===== config.mk =====
export PLATFORM = sky130hd
export DESIGN_NAME = tws_ctrl_slave
export DESIGN_NICKNAME = d
export VERILOG_FILES = /design/src/rtl/tws_pkg.sv /design/src/rtl/tws_line_sync.sv /design/src/rtl/tws_datapath.sv /design/src/rtl/tws_ctrl.sv /design/src/rtl/tws_ctrl_slave.sv
export SDC_FILE = /design/constraint.sdc
export NUM_CORES = 1
export LEC_CHECK = 0
export BUFFER_PORTS_ARGS = -buffer_cell sky130_fd_sc_hd__buf_2
export CORE_AREA = 10 10 74 76
export CTS_CLUSTER_SIZE = 10
export DETAILED_ROUTE_END_ITERATION = 10
export DIE_AREA = 0 0 84 86
export PLACE_DENSITY_LB_ADDON = 0.08
export SLEW_MARGIN = 20
export SYNTH_ARGS = -nofsm -noshare
export SYNTH_HDL_FRONTEND = slang
export SYNTH_SLANG_ARGS = --single-unit

===== constraint.sdc =====
create_clock -name clk -period 4.2 [get_ports clk]
set_input_delay 0.42 -clock clk [delete_from_list [all_inputs] [get_ports clk]]
set_output_delay 0.42 -clock clk [all_outputs]
set_load 0.05 [all_outputs]

===== src/rtl/tws_pkg.sv =====
package tws_pkg;

  localparam int BYTE_W     = 8;
  localparam int REG_COUNT  = 3;
  localparam int PAIR_COUNT = 10;
  localparam int SEL_W      = $clog2(REG_COUNT);
  localparam int TEST_REG   = 2;
  localparam int TEST_BIT   = 7;

  typedef enum logic [2:0] {
    ST_IDLE,
    ST_ADDR,
    ST_CMD,
    ST_CNT,
    ST_DATA,
    ST_SKIP
  } busState_t;

  typedef struct packed {
    logic              startSeen;
    logic              stopSeen;
    logic              byteDone;
    logic [BYTE_W-1:0] rxByte;
  } busEvents_t;

  typedef struct packed {
    logic             ackArm;
    logic             regWrite;
    logic [SEL_W-1:0] regSel;
  } ctrlStrobes_t;

endpackage


===== src/rtl/tws_line_sync.sv =====
module tws_line_sync #(
  parameter int   STAGES     = 2,
  parameter logic IDLE_LEVEL = 1'b1
) (
  input  logic clk,
  input  logic rstN,
  input  logic lineIn,
  output logic lineNow,
  output logic lineOld
);

  logic [STAGES-1:0] pipeQ;

  always_ff @(posedge clk or negedge rstN) begin
    if (!rstN) begin
      pipeQ   <= {STAGES{IDLE_LEVEL}};
      lineOld <= IDLE_LEVEL;
    end else begin
      pipeQ   <= {pipeQ[STAGES-2:0], lineIn};
      lineOld <= pipeQ[STAGES-1];
    end
  end

  assign lineNow = pipeQ[STAGES-1];

endmodule


===== src/rtl/tws_datapath.sv =====
module tws_datapath
  import tws_pkg::*;
#(
  parameter int SYNC_STAGES = 2
) (
  input  logic                  clk,
  input  logic                  rstN,
  input  logic                  sclIn,
  input  logic                  sdaIn,
  input  ctrlStrobes_t          strobes,
  output busEvents_t            events,
  output logic                  sclSync,
  output logic                  sdaPullLow,
  output logic [PAIR_COUNT-1:0] pairEnable,
  output logic                  testNormal
);

  localparam int CNT_W = $clog2(BYTE_W + 2);
  localparam logic [CNT_W-1:0] LAST_DATA = CNT_W'(BYTE_W - 1);
  localparam logic [CNT_W-1:0] ACK_WAIT  = CNT_W'(BYTE_W);
  localparam logic [CNT_W-1:0] ACK_HOLD  = CNT_W'(BYTE_W + 1);

  logic sclNow, sclOld, sdaNow, sdaOld;
  logic sclRise, sclFall, busBreak;
  logic [CNT_W-1:0]  bitCnt;
  logic [BYTE_W-2:0] shiftQ;
  logic              ackPending;

  tws_line_sync #(.STAGES(SYNC_STAGES), .IDLE_LEVEL(1'b1)) u_sclSync (
    .clk(clk), .rstN(rstN), .lineIn(sclIn), .lineNow(sclNow), .lineOld(sclOld)
  );

  tws_line_sync #(.STAGES(SYNC_STAGES), .IDLE_LEVEL(1'b1)) u_sdaSync (
    .clk(clk), .rstN(rstN), .lineIn(sdaIn), .lineNow(sdaNow), .lineOld(sdaOld)
  );

  assign sclSync = sclNow;
  assign sclRise = sclNow & ~sclOld;
  assign sclFall = ~sclNow & sclOld;

  always_comb begin
    events.startSeen = sclNow & sclOld & sdaOld & ~sdaNow;
    events.stopSeen  = sclNow & sclOld & ~sdaOld & sdaNow;
    events.byteDone  = sclRise && (bitCnt == LAST_DATA);
    events.rxByte    = {shiftQ, sdaNow};
  end

  assign busBreak = events.startSeen | events.stopSeen;

  // bit position within a byte, plus the two acknowledge sub-phases
  always_ff @(posedge clk or negedge rstN) begin
    if (!rstN) begin
      bitCnt     <= '0;
      shiftQ     <= '0;
      ackPending <= 1'b0;
      sdaPullLow <= 1'b0;
    end else if (busBreak) begin
      bitCnt     <= '0;
      ackPending <= 1'b0;
      sdaPullLow <= 1'b0;
    end else if (sclRise && (bitCnt < ACK_WAIT)) begin
      shiftQ <= {shiftQ[BYTE_W-3:0], sdaNow};
      bitCnt <= bitCnt + 1'b1;
      if (events.byteDone) begin
        ackPending <= strobes.ackArm;
      end
    end else if (sclFall) begin
      if (bitCnt == ACK_WAIT) begin
        bitCnt     <= ACK_HOLD;
        sdaPullLow <= ackPending;
      end else if (bitCnt == ACK_HOLD) begin
        bitCnt     <= '0;
        ackPending <= 1'b0;
        sdaPullLow <= 1'b0;
      end
    end
  end

  // only the bits that have an effect are stored; pair p lives in
  // register p/8 at bit 7-(p%8)
  for (genvar p = 0; p < PAIR_COUNT; p++) begin : g_pair
    localparam int REG_OF = p / BYTE_W;
    localparam int BIT_OF = BYTE_W - 1 - (p % BYTE_W);
    always_ff @(posedge clk or negedge rstN) begin
      if (!rstN) begin
        pairEnable[p] <= 1'b1;
      end else if (strobes.regWrite && (strobes.regSel == SEL_W'(REG_OF))) begin
        pairEnable[p] <= events.rxByte[BIT_OF];
      end
    end
  end

  always_ff @(posedge clk or negedge rstN) begin
    if (!rstN) begin
      testNormal <= 1'b1;
    end else if (strobes.regWrite && (strobes.regSel == SEL_W'(TEST_REG))) begin
      testNormal <= events.rxByte[TEST_BIT];
    end
  end

endmodule


===== src/rtl/tws_ctrl.sv =====
module tws_ctrl
  import tws_pkg::*;
#(
  parameter logic [BYTE_W-2:0] DEV_ADDR = 7'h52
) (
  input  logic         clk,
  input  logic         rstN,
  input  busEvents_t   events,
  output ctrlStrobes_t strobes,
  output busState_t    busState
);

  localparam int IDX_W = $clog2(REG_COUNT + 1);

  logic [BYTE_W-1:0] countLeft;
  logic [IDX_W-1:0]  regIdx;
  logic              addrHit;
  logic              slotFree;

  assign addrHit  = (events.rxByte[BYTE_W-1:1] == DEV_ADDR) && !events.rxByte[0];
  assign slotFree = (regIdx < IDX_W'(REG_COUNT)) && (countLeft != '0);

  always_comb begin
    strobes = '0;
    if (events.byteDone) begin
      unique case (busState)
        ST_ADDR: strobes.ackArm = addrHit;
        ST_CMD,
        ST_CNT:  strobes.ackArm = 1'b1;
        ST_DATA: begin
          strobes.ackArm   = 1'b1;
          strobes.regWrite = slotFree;
          strobes.regSel   = SEL_W'(regIdx);
        end
        default: strobes = '0;
      endcase
    end
  end

  always_ff @(posedge clk or negedge rstN) begin
    if (!rstN) begin
      busState  <= ST_IDLE;
      countLeft <= '0;
      regIdx    <= '0;
    end else if (events.startSeen) begin
      busState  <= ST_ADDR;
      countLeft <= '0;
      regIdx    <= '0;
    end else if (events.stopSeen) begin
      busState <= ST_IDLE;
    end else if (events.byteDone) begin
      unique case (busState)
        ST_ADDR: busState <= addrHit ? ST_CMD : ST_SKIP;
        ST_CMD:  busState <= ST_CNT;
        ST_CNT: begin
          busState  <= ST_DATA;
          countLeft <= events.rxByte;
          regIdx    <= '0;
        end
        ST_DATA: begin
          if (slotFree) begin
            regIdx    <= regIdx + 1'b1;
            countLeft <= countLeft - 1'b1;
          end
        end
        default: busState <= busState;
      endcase
    end
  end

endmodule


===== src/rtl/tws_ctrl_slave.sv =====
module tws_ctrl_slave
  import tws_pkg::*;
#(
  parameter logic [6:0] DEV_ADDR    = 7'h52,
  parameter int         SYNC_STAGES = 2
) (
  input  logic                  clk,
  input  logic                  rstN,
  input  logic                  sclIn,
  input  logic                  sdaIn,
  output logic                  sdaPullLow,
  output logic [PAIR_COUNT-1:0] pairEnable,
  output logic                  testNormal
);

  busEvents_t   busEv;
  ctrlStrobes_t ctrlStb;
  busState_t    busState;
  logic         sclSync;

  tws_datapath #(.SYNC_STAGES(SYNC_STAGES)) u_datapath (
    .clk(clk), .rstN(rstN), .sclIn(sclIn), .sdaIn(sdaIn),
    .strobes(ctrlStb), .events(busEv), .sclSync(sclSync),
    .sdaPullLow(sdaPullLow), .pairEnable(pairEnable), .testNormal(testNormal)
  );

  tws_ctrl #(.DEV_ADDR(DEV_ADDR)) u_ctrl (
    .clk(clk), .rstN(rstN), .events(busEv), .strobes(ctrlStb), .busState(busState)
  );

endmodule


[After elaboration in Yosys (flattened, before gate mapping)]
Cells that the tools add are included.
Cells by class
  add/subtract/negate cells: 3
  order comparisons: 2
  eq/ne operators: 15
  mux-type cells: 33
  bitwise logic cells: 13
  reductions and logical operators: 26
Operators with widths (count)
  8-bit 2-to-1 mux: 4
  4-bit 2-to-1 mux: 6
  8-bit one-hot mux with 2 select lines: 1
  3-bit 2-to-1 mux: 5
  3-bit nonzero test: 5
  1-bit 2-to-1 mux: 10
  3-bit one-hot mux with 3 select lines: 1
  4-bit == test, second input constant: 2
  2-bit 2-to-1 mux: 4
  4-bit AND reduction: 2
  8-bit nonzero test: 1
  8-bit by 1-bit subtractor with 8-bit output, second input constant: 1
  1-bit AND: 7
  7-bit == test, second input constant: 1
  1-bit logical AND: 7
  3-bit by 2-bit == test with 1-bit output, second input constant: 2
  3-bit by 2-bit != test with 1-bit output, second input constant: 2
  2-bit AND reduction: 3
  1-bit NOT: 5
  5-bit nonzero test: 1
  4-bit by 1-bit adder with 4-bit output, second input constant: 1
  4-bit by 3-bit == test with 1-bit output, second input constant: 1
  4-bit < comparator, second input constant: 1
  2-bit by 1-bit != test with 1-bit output, second input constant: 2
  16 further kinds: 17
Storage, ports and cells
  register bits after elaboration: 43
  output and inout port bits: 12
  logic and storage cells: 114

[Depth between registers and ports, before layout]
Gate-level depths: netlist (run 1).
  depth after elaboration: 7
  mapped depth: 7

[Cells and area by module]
Synthesis (run 1) repeated with hierarchy kept, for this count alone.
Unflattened totals
  cell total of the unflattened synthesis: 198
  area, all modules: 2253.4 um^2
Modules (own cells, without submodules)
  tws_datapath: instances 1, cells each 87, area each 1167.4 um^2, sequential area each 614.3 um^2
  tws_ctrl: instances 1, cells each 105, area each 928.4 um^2, sequential area each 325.3 um^2
  tws_line_sync: instances 2, cells each 3, area each 78.8 um^2, sequential area each 78.8 um^2

[Worst setup path after synthesis (run 1)]
No wires, ideal clock.
  kind: register to register
  start: reg u_datapath.u_sclSync.pipeQ[1]
  end: reg u_datapath.pairEnable[0]
  setup time: 0.082 ns
  arrival time: 2.004 ns
  data required time: 4.118 ns
  slack: 2.114 ns
  cell stages (with the launch flop): 6
  buffers on the path: 1
  path through: dfstp_2 -> or4bb_1 -> nor3_4 -> o2111a_1 -> buf_6 -> mux2_4
Between the ends
  cells in the longest elaborated chain, start to end: 5
Ends and longest elaborated chain
  start: declaration: line tws_line_sync.sv:12  | logic [STAGES-1:0] pipeQ;
  start signal: assignment: line tws_line_sync.sv:16  | pipeQ <= {STAGES{IDLE_LEVEL}};
  start signal: assignment: line tws_line_sync.sv:19  | pipeQ <= {pipeQ[STAGES-2:0], lineIn};
  1-bit AND *: line tws_datapath.sv:38  | assign sclRise = sclNow & ~sclOld;
  1-bit logical AND *: line tws_datapath.sv:44  | events.byteDone = sclRise && (bitCnt == LAST_DATA);
  4-bit 2-to-1 mux *: line tws_ctrl.sv:25  | if (events.byteDone) begin
  2-bit zero test: line tws_datapath.sv:87  | end else if (strobes.regWrite && (strobes.regSel == SEL_W'(REG_OF))) begin
  1-bit logical AND *: line tws_datapath.sv:87
  end signal: indexed assignment: line tws_datapath.sv:88  | pairEnable[p] <= events.rxByte[BIT_OF];
  end: declaration: line tws_datapath.sv:14  | output logic [PAIR_COUNT-1:0] pairEnable,
Every way passes the cells marked *; elsewhere a longest branch is shown, timed or not.
A chain may end at the register's enable or synchronous reset.

[Worst setup path in the final report (run 1)]
  start: reg u_ctrl.busState[1]
  end: reg u_datapath.pairEnable[5]
Between the ends
  cells in the longest elaborated chain, start to end: 5
Ends and longest elaborated chain
  start: declaration: line tws_ctrl.sv:10  | output busState_t busState
  start signal: assignment: line tws_ctrl.sv:53  | ST_ADDR: busState <= addrHit ? ST_CMD : ST_SKIP;
  start signal: assignment: line tws_ctrl.sv:66  | default: busState <= busState;
  3-bit == test *: line tws_ctrl.sv:26  | unique case (busState)
  3-bit 2-to-1 mux *: line tws_ctrl.sv:26
  4-bit 2-to-1 mux *: line tws_ctrl.sv:25
  2-bit zero test: line tws_datapath.sv:87
  1-bit logical AND *: line tws_datapath.sv:87
Marks and branches as above.

==> results of run 1 <==
[metrics by stage]
step / power (mW) / util [%] / setup slack [ns]
3_5_place_dp: 0.7133 / 61.03 / 1.637
5_1_grt: 1.155 / 64.37 / 1.446
3_3_place_gp: 0.6984 / 61.03 / 1.750
6_report: 1.084 / 64.37 / 1.599
2_1_floorplan: 0.6499 / - / 2.114
4_1_cts: 1.089 / 64.37 / 1.581
[worst max path at each step]
| stage | startpoint | to | slack (ns) | depth (start not counted) |
|---|---|---|---|---|
| 6_report | u_ctrl.busState[1] | u_datapath.pairEnable[5] | 1.60 | 4 |
| 5_1_grt | u_ctrl.busState[1] | u_datapath.pairEnable[7] | 1.45 | 4 |
| 4_1_cts | u_ctrl.busState[1] | u_datapath.pairEnable[5] | 1.58 | 4 |
| 3_5_place_dp | u_ctrl.busState[1] | u_datapath.pairEnable[3] | 1.64 | 4 |
| 3_3_place_gp | u_ctrl.busState[1] | u_datapath.pairEnable[2] | 1.75 | 4 |
| 2_1_floorplan | u_datapath.u_sclSync.pipeQ[1] | u_datapath.pairEnable[0] | 2.11 | 5 |
[kinds of logic (layout without fill, tap and decap cells)]
family | count (synthesis) | count (layout) | share of synthesized area [%]
simple gates | 79 | 79 | 18.69
flops | 43 | 43 | 46.70
buf+inv | 21 | 34 | 4.472
mux | 13 | 13 | 7.402
xor+xnor | 1 | 1 | 0.3728
fa+ha+maj | 6 | 6 | 3.195
compound gates | 60 | 60 | 19.17
[flip-flops by register name, indices dropped and copies added, names as in the netlist]
name and cells:
u_datapath.u_sclSync.pipeQ 2, u_datapath.shiftQ 7, u_datapath.u_sdaSync.lineOld 1, u_datapath.sdaPullLow 1, u_datapath.pairEnable 10, u_datapath.u_sdaSync.pipeQ 2
u_datapath.bitCnt 4, u_datapath.testNormal 1, u_datapath.ackPending 1, u_ctrl.busState 3, u_ctrl.regIdx 2, u_datapath.u_sclSync.lineOld 1
u_ctrl.countLeft 8
[metal layers]
layer / GRT usage (%) / wire length, µm / vias up
met5: 0 / 0 / -
met1: 18.97 / 2428 / 885
met3: 3.879 / 174 / 4
met4: 3.805 / 34 / 0
li1: - / - / 857
met2: 25.57 / 2659 / 40
[critical path, delay by kind of cell (launching register included)]
kind / cells / cell delay (ns)
AOI/OAI and AO/OA: 1 / 0.58
DFF: 1 / 0.48
and+or+nand+nor: 2 / 1.11
muxes: 1 / 0.35
[placed cells by master, fill, tap and decap left out, types with 7 or more instances in the layout]
cell type   n
nand2_1    37
dfrtp_1    26
dfstp_2    17
buf_2      15
inv_1      11
a21oi_1     9
o2111ai_1   8
o21ai_0     8
mux2_4      8
nor2_1      7
[layout make-up]
class,count,area (µm²)
Timing Repair Buffer,15,75.07
Fill cell,326,1415
Clock buffer,6,72.57
Tap cell,50,62.56
Sequential cell,43,1097
Clock inverter,2,60.06
Multi-Input combinational cell,159,1147
Inverter,11,41.29
[report_power, final]
part	switching (mW)	internal, mW	total [mW]
sequential	0.0786	0.462	0.540
combinational	0.100	0.0662	0.166
clock	0.140	0.238	0.377
==> metrics.cfg, run 1 <==
[logic_synthesis]
yosys_warnings=0
synth_ff_type=dfrtp_1
synth_cell_type_count=58
synth_top_area_share_pct=27.69
synth_commonest_cells=nand2_1, dfrtp_1, dfstp_2, inv_1, a21oi_1
synth-seq-area-share_pct=46.70
synth_cells=223
synth_fp_nets=233
synthesis.area_um2=2350
yosysMostFrequentCell=nand2_1
synth_edf_count=0
ys_seq_elements=43
synth_area_leaders=dfrtp_1, dfstp_2, nand2_1
syn_avg_cell_area_um2=10.54
synth-async-reset-ratio_pct=100.0
synth_largest_area_cell=dfrtp_1

[sta]
setup_viol=0
drv_slew=0
slew_headroom_pct=37.94
hold_violations=0
tightest_slew_ns=0.9309
rsz0062_at_grt=false
fmax_mhz=384.5
period_needed_ns=2.601
worst_clock_skew_ns=0.008590
post-route-period-util_pct=61.92
setup_tns_ns=0
holdWs_ns=0.2233

[grt]
overflow=0
grt_max_degree=44
grt_pass1_vias=1802
grt.total_usage_pct=15.21
antenna_found_initial=0
grt_pass1_wl_mm=9.135

[die]
fp-row-count=23
start_util_pct=59.17
io_pins=16
die-area_um2=7224
die_y_um=86
core_area_um2=3971
die-width_um=84

[cts]
postCtsSetupBuffers=0
clockRootBuffer=clkbuf_8
htreeDepth=2
ctsHoldBuffers=0
clock_latency_ns=0.29
clockBufferDepth=2
cts_buffers=5
clkTransAtPathRegs_ns=0.08
cts_tree=yes
clock-sinks=43
cts_resized=0

[route]
final_antenna_net_count=0
drtIter0Drc=258
detail_route.first_pass.iterations=5
routed_wl_mm=5.296
drc=0
viasPerCell=6.245
num_vias=1786
wl_per_cell_um=18.52

[setup_path]
r2r_slack_ns=1.60
worstReg2RegStart=u_ctrl.busState[1]
startpoint_type=flop
crit_required_ns=4.42
critPathMaxFanout=17
end_kind=flop
arrival_ns=2.82
cp_cell_sequence=or3b_1 -> nor3_4 -> o2111a_1 -> mux2_4
cpPeakStageDelay_ns=0.68
crit_type=reg2reg
r2r-end=u_datapath.pairEnable[5]
cp_slowest_cell=or3b_1
rr_worst_depth=4

[placement]
gp_congestion=0.9324
post-dp-hpwl_mm=3.764
place_area_um2=2424
dp.cells=278
port_buffers=15

[pwr]
ir_drop_mv=0.3127
p_per_area_nw_per_um2=424.0
cellLeakagePower_nw=1.114

[min_path]
whs_path_depth=1
min-delay-path-class=in2reg
hp-start=sclIn
hold_path_end=u_datapath.u_sclSync.pipeQ[0]

[flow_run]
drv_cap=0

[final_layout]
nets=245
area_growth_pct=8.786
antenna_cells=0
finalNonFillerCells=286
drive_gt1_share_pct=23.73
stdcell_area_um2=2556

[status]
outcome=finished clean

Power figures use the tool's default switching activity.
==> inputs of run 2 (changes only) <==
- clock period: 4.2 -> 2.7 ns (I/O delays scaled with it)
==> run 2 against run 1 <==
  * Worst hold slack worse by 0.16 ns
  * Design area increased by 1.5%
  * First-iteration DRC count shrank 28%
  * Global-route usage is 0.30 points lower
  * Critical path type unchanged
  * Largest cell class unchanged
==> metrics.cfg, run 2 (same netlist as run 1, synthesis figures left out) <==
[status]
outcome=finished clean

[sta]
post-route-period-util_pct=84.21
setup_viol=0
tightest_slew_ns=0.9026
setup_tns_ns=0
drv_slew=0
fmax_mhz=439.8
slew_headroom_pct=39.83
worst_clock_skew_ns=0.006925
rsz0062_at_grt=false
period_needed_ns=2.274
hold_violations=0

[placement]
dp.cells=286
gp_congestion=0.8907
post-dp-hpwl_mm=3.835
port_buffers=15

[route]
wl_per_cell_um=18.09
final_antenna_net_count=0
viasPerCell=6.150
detail_route.first_pass.iterations=4
routed_wl_mm=5.317
drtIter0Drc=187
num_vias=1808
drc=0

[final_layout]
largestRegisters=u_datapath.pairEnable x10, u_ctrl.countLeft x8, u_datapath.shiftQ x7
largest_register_ff_count=10
largest_register=u_datapath.pairEnable
finalNonFillerCells=294
layout_common_cells=nand2_1, dfrtp_1, dfstp_2
layout_commonest_cell=nand2_1
antenna_cells=0
area_growth_pct=10.38
nets=253
drive_gt1_share_pct=26.23

[grt]
overflow=0
grt_max_degree=44
grt_pass1_wl_mm=9.149
grt.total_usage_pct=14.91
grt_pass1_vias=1895
antenna_found_initial=0

[setup_path]
end_kind=flop
worstReg2RegStart=u_datapath.u_sclSync.pipeQ[1]
cp_num_buf_inv=0
arrival_ns=2.51
cp_cell_sequence=or4bb_1 -> nor3_4 -> o2111a_1 -> mux2_4
critPathMaxFanout=9
r2r-end=u_datapath.pairEnable[2]
path_delay_family=simple AND/OR/NAND/NOR gates
crit_required_ns=2.94
cp_slowest_cell=dfstp_2
startpoint_type=flop
r2r_slack_ns=0.43
rr_worst_depth=4
cpPeakStageDelay_ns=0.60
crit_type=reg2reg

[cts]
cts_buffers=5
htreeDepth=2
cts_tree=yes
clock_latency_ns=0.30
cts_resized=0
clockRootBuffer=clkbuf_8
postCtsSetupBuffers=0
clockBufferDepth=2
clock-sinks=43
clkTransAtPathRegs_ns=0.08
ctsHoldBuffers=0

[pwr]
ir_drop_mv=0.4411
cellLeakagePower_nw=1.139
p_per_area_nw_per_um2=621.7

[die]
die_y_um=86
die-area_um2=7224
start_util_pct=59.17
fp-row-count=23
core_area_um2=3971
die-width_um=84
io_pins=16

[flow_run]
drv_cap=0

[min_path]
whs_path_depth=1
min-delay-path-class=in2reg
hp-start=sdaIn
hold_path_end=u_datapath.u_sdaSync.pipeQ[0]

-- run 2: area by class of cell --
class | count | area [µm²]
clock buffers | 6 | 72.57
fillers | 328 | 1378
repair buffers | 23 | 135.1
flip-flops and latches | 43 | 1097
well taps | 50 | 62.56
clock inverters | 2 | 37.54
multi-input cells | 159 | 1147
inverters | 11 | 41.29
-- run 2: power by group --
part / leakage [nW] / internal, mW / switching (mW) / total, mW
sequential: 0.525 / 0.718 / 0.119 / 0.838
combinational: 0.562 / 0.111 / 0.163 / 0.274
clock: 0.0514 / 0.276 / 0.225 / 0.501
-- run 2: through the flow --
stage / power [mW] / setup slack, ns / utilization, % / cell area [µm²] / hold slack (ns)
after floorplan: 1.011 / 0.6139 / - / 2350 / -0.02559
after global placement: 1.092 / 0.4970 / 62.54 / 2484 / 0.3462
after detailed placement: 1.117 / 0.4165 / 62.54 / 2484 / 0.3468
after CTS: 1.614 / 0.4121 / 65.31 / 2594 / 0.05829
after global routing: 1.709 / 0.3155 / 65.31 / 2594 / 0.05599
final: 1.613 / 0.4262 / 65.31 / 2594 / 0.06142
-- run 2: worst max-delay path by stage --
stage | from | to | slack [ns] | depth (start not counted)
floorplan | u_datapath.u_sclSync.pipeQ[1] | u_datapath.pairEnable[0] | 0.61 | 5
global placement | u_datapath.u_sclSync.pipeQ[1] | u_datapath.pairEnable[2] | 0.50 | 4
detailed placement | u_datapath.u_sclSync.pipeQ[1] | u_datapath.pairEnable[2] | 0.42 | 4
CTS | u_datapath.u_sclSync.pipeQ[1] | u_datapath.pairEnable[2] | 0.41 | 4
global route | u_datapath.bitCnt[0] | u_datapath.pairEnable[1] | 0.32 | 5
finish | u_datapath.u_sclSync.pipeQ[1] | u_datapath.pairEnable[2] | 0.43 | 4
-- run 2: layer usage --
metal  part of all wire (%)  vias to the layer above  track usage [%]
met4                    1.8                        0            5.632
met1                     47                      871            19.07
met5                      0                        -                0
met3                    4.7                        9            3.311
li1                       -                      867                -
met2                     46                       61            23.97
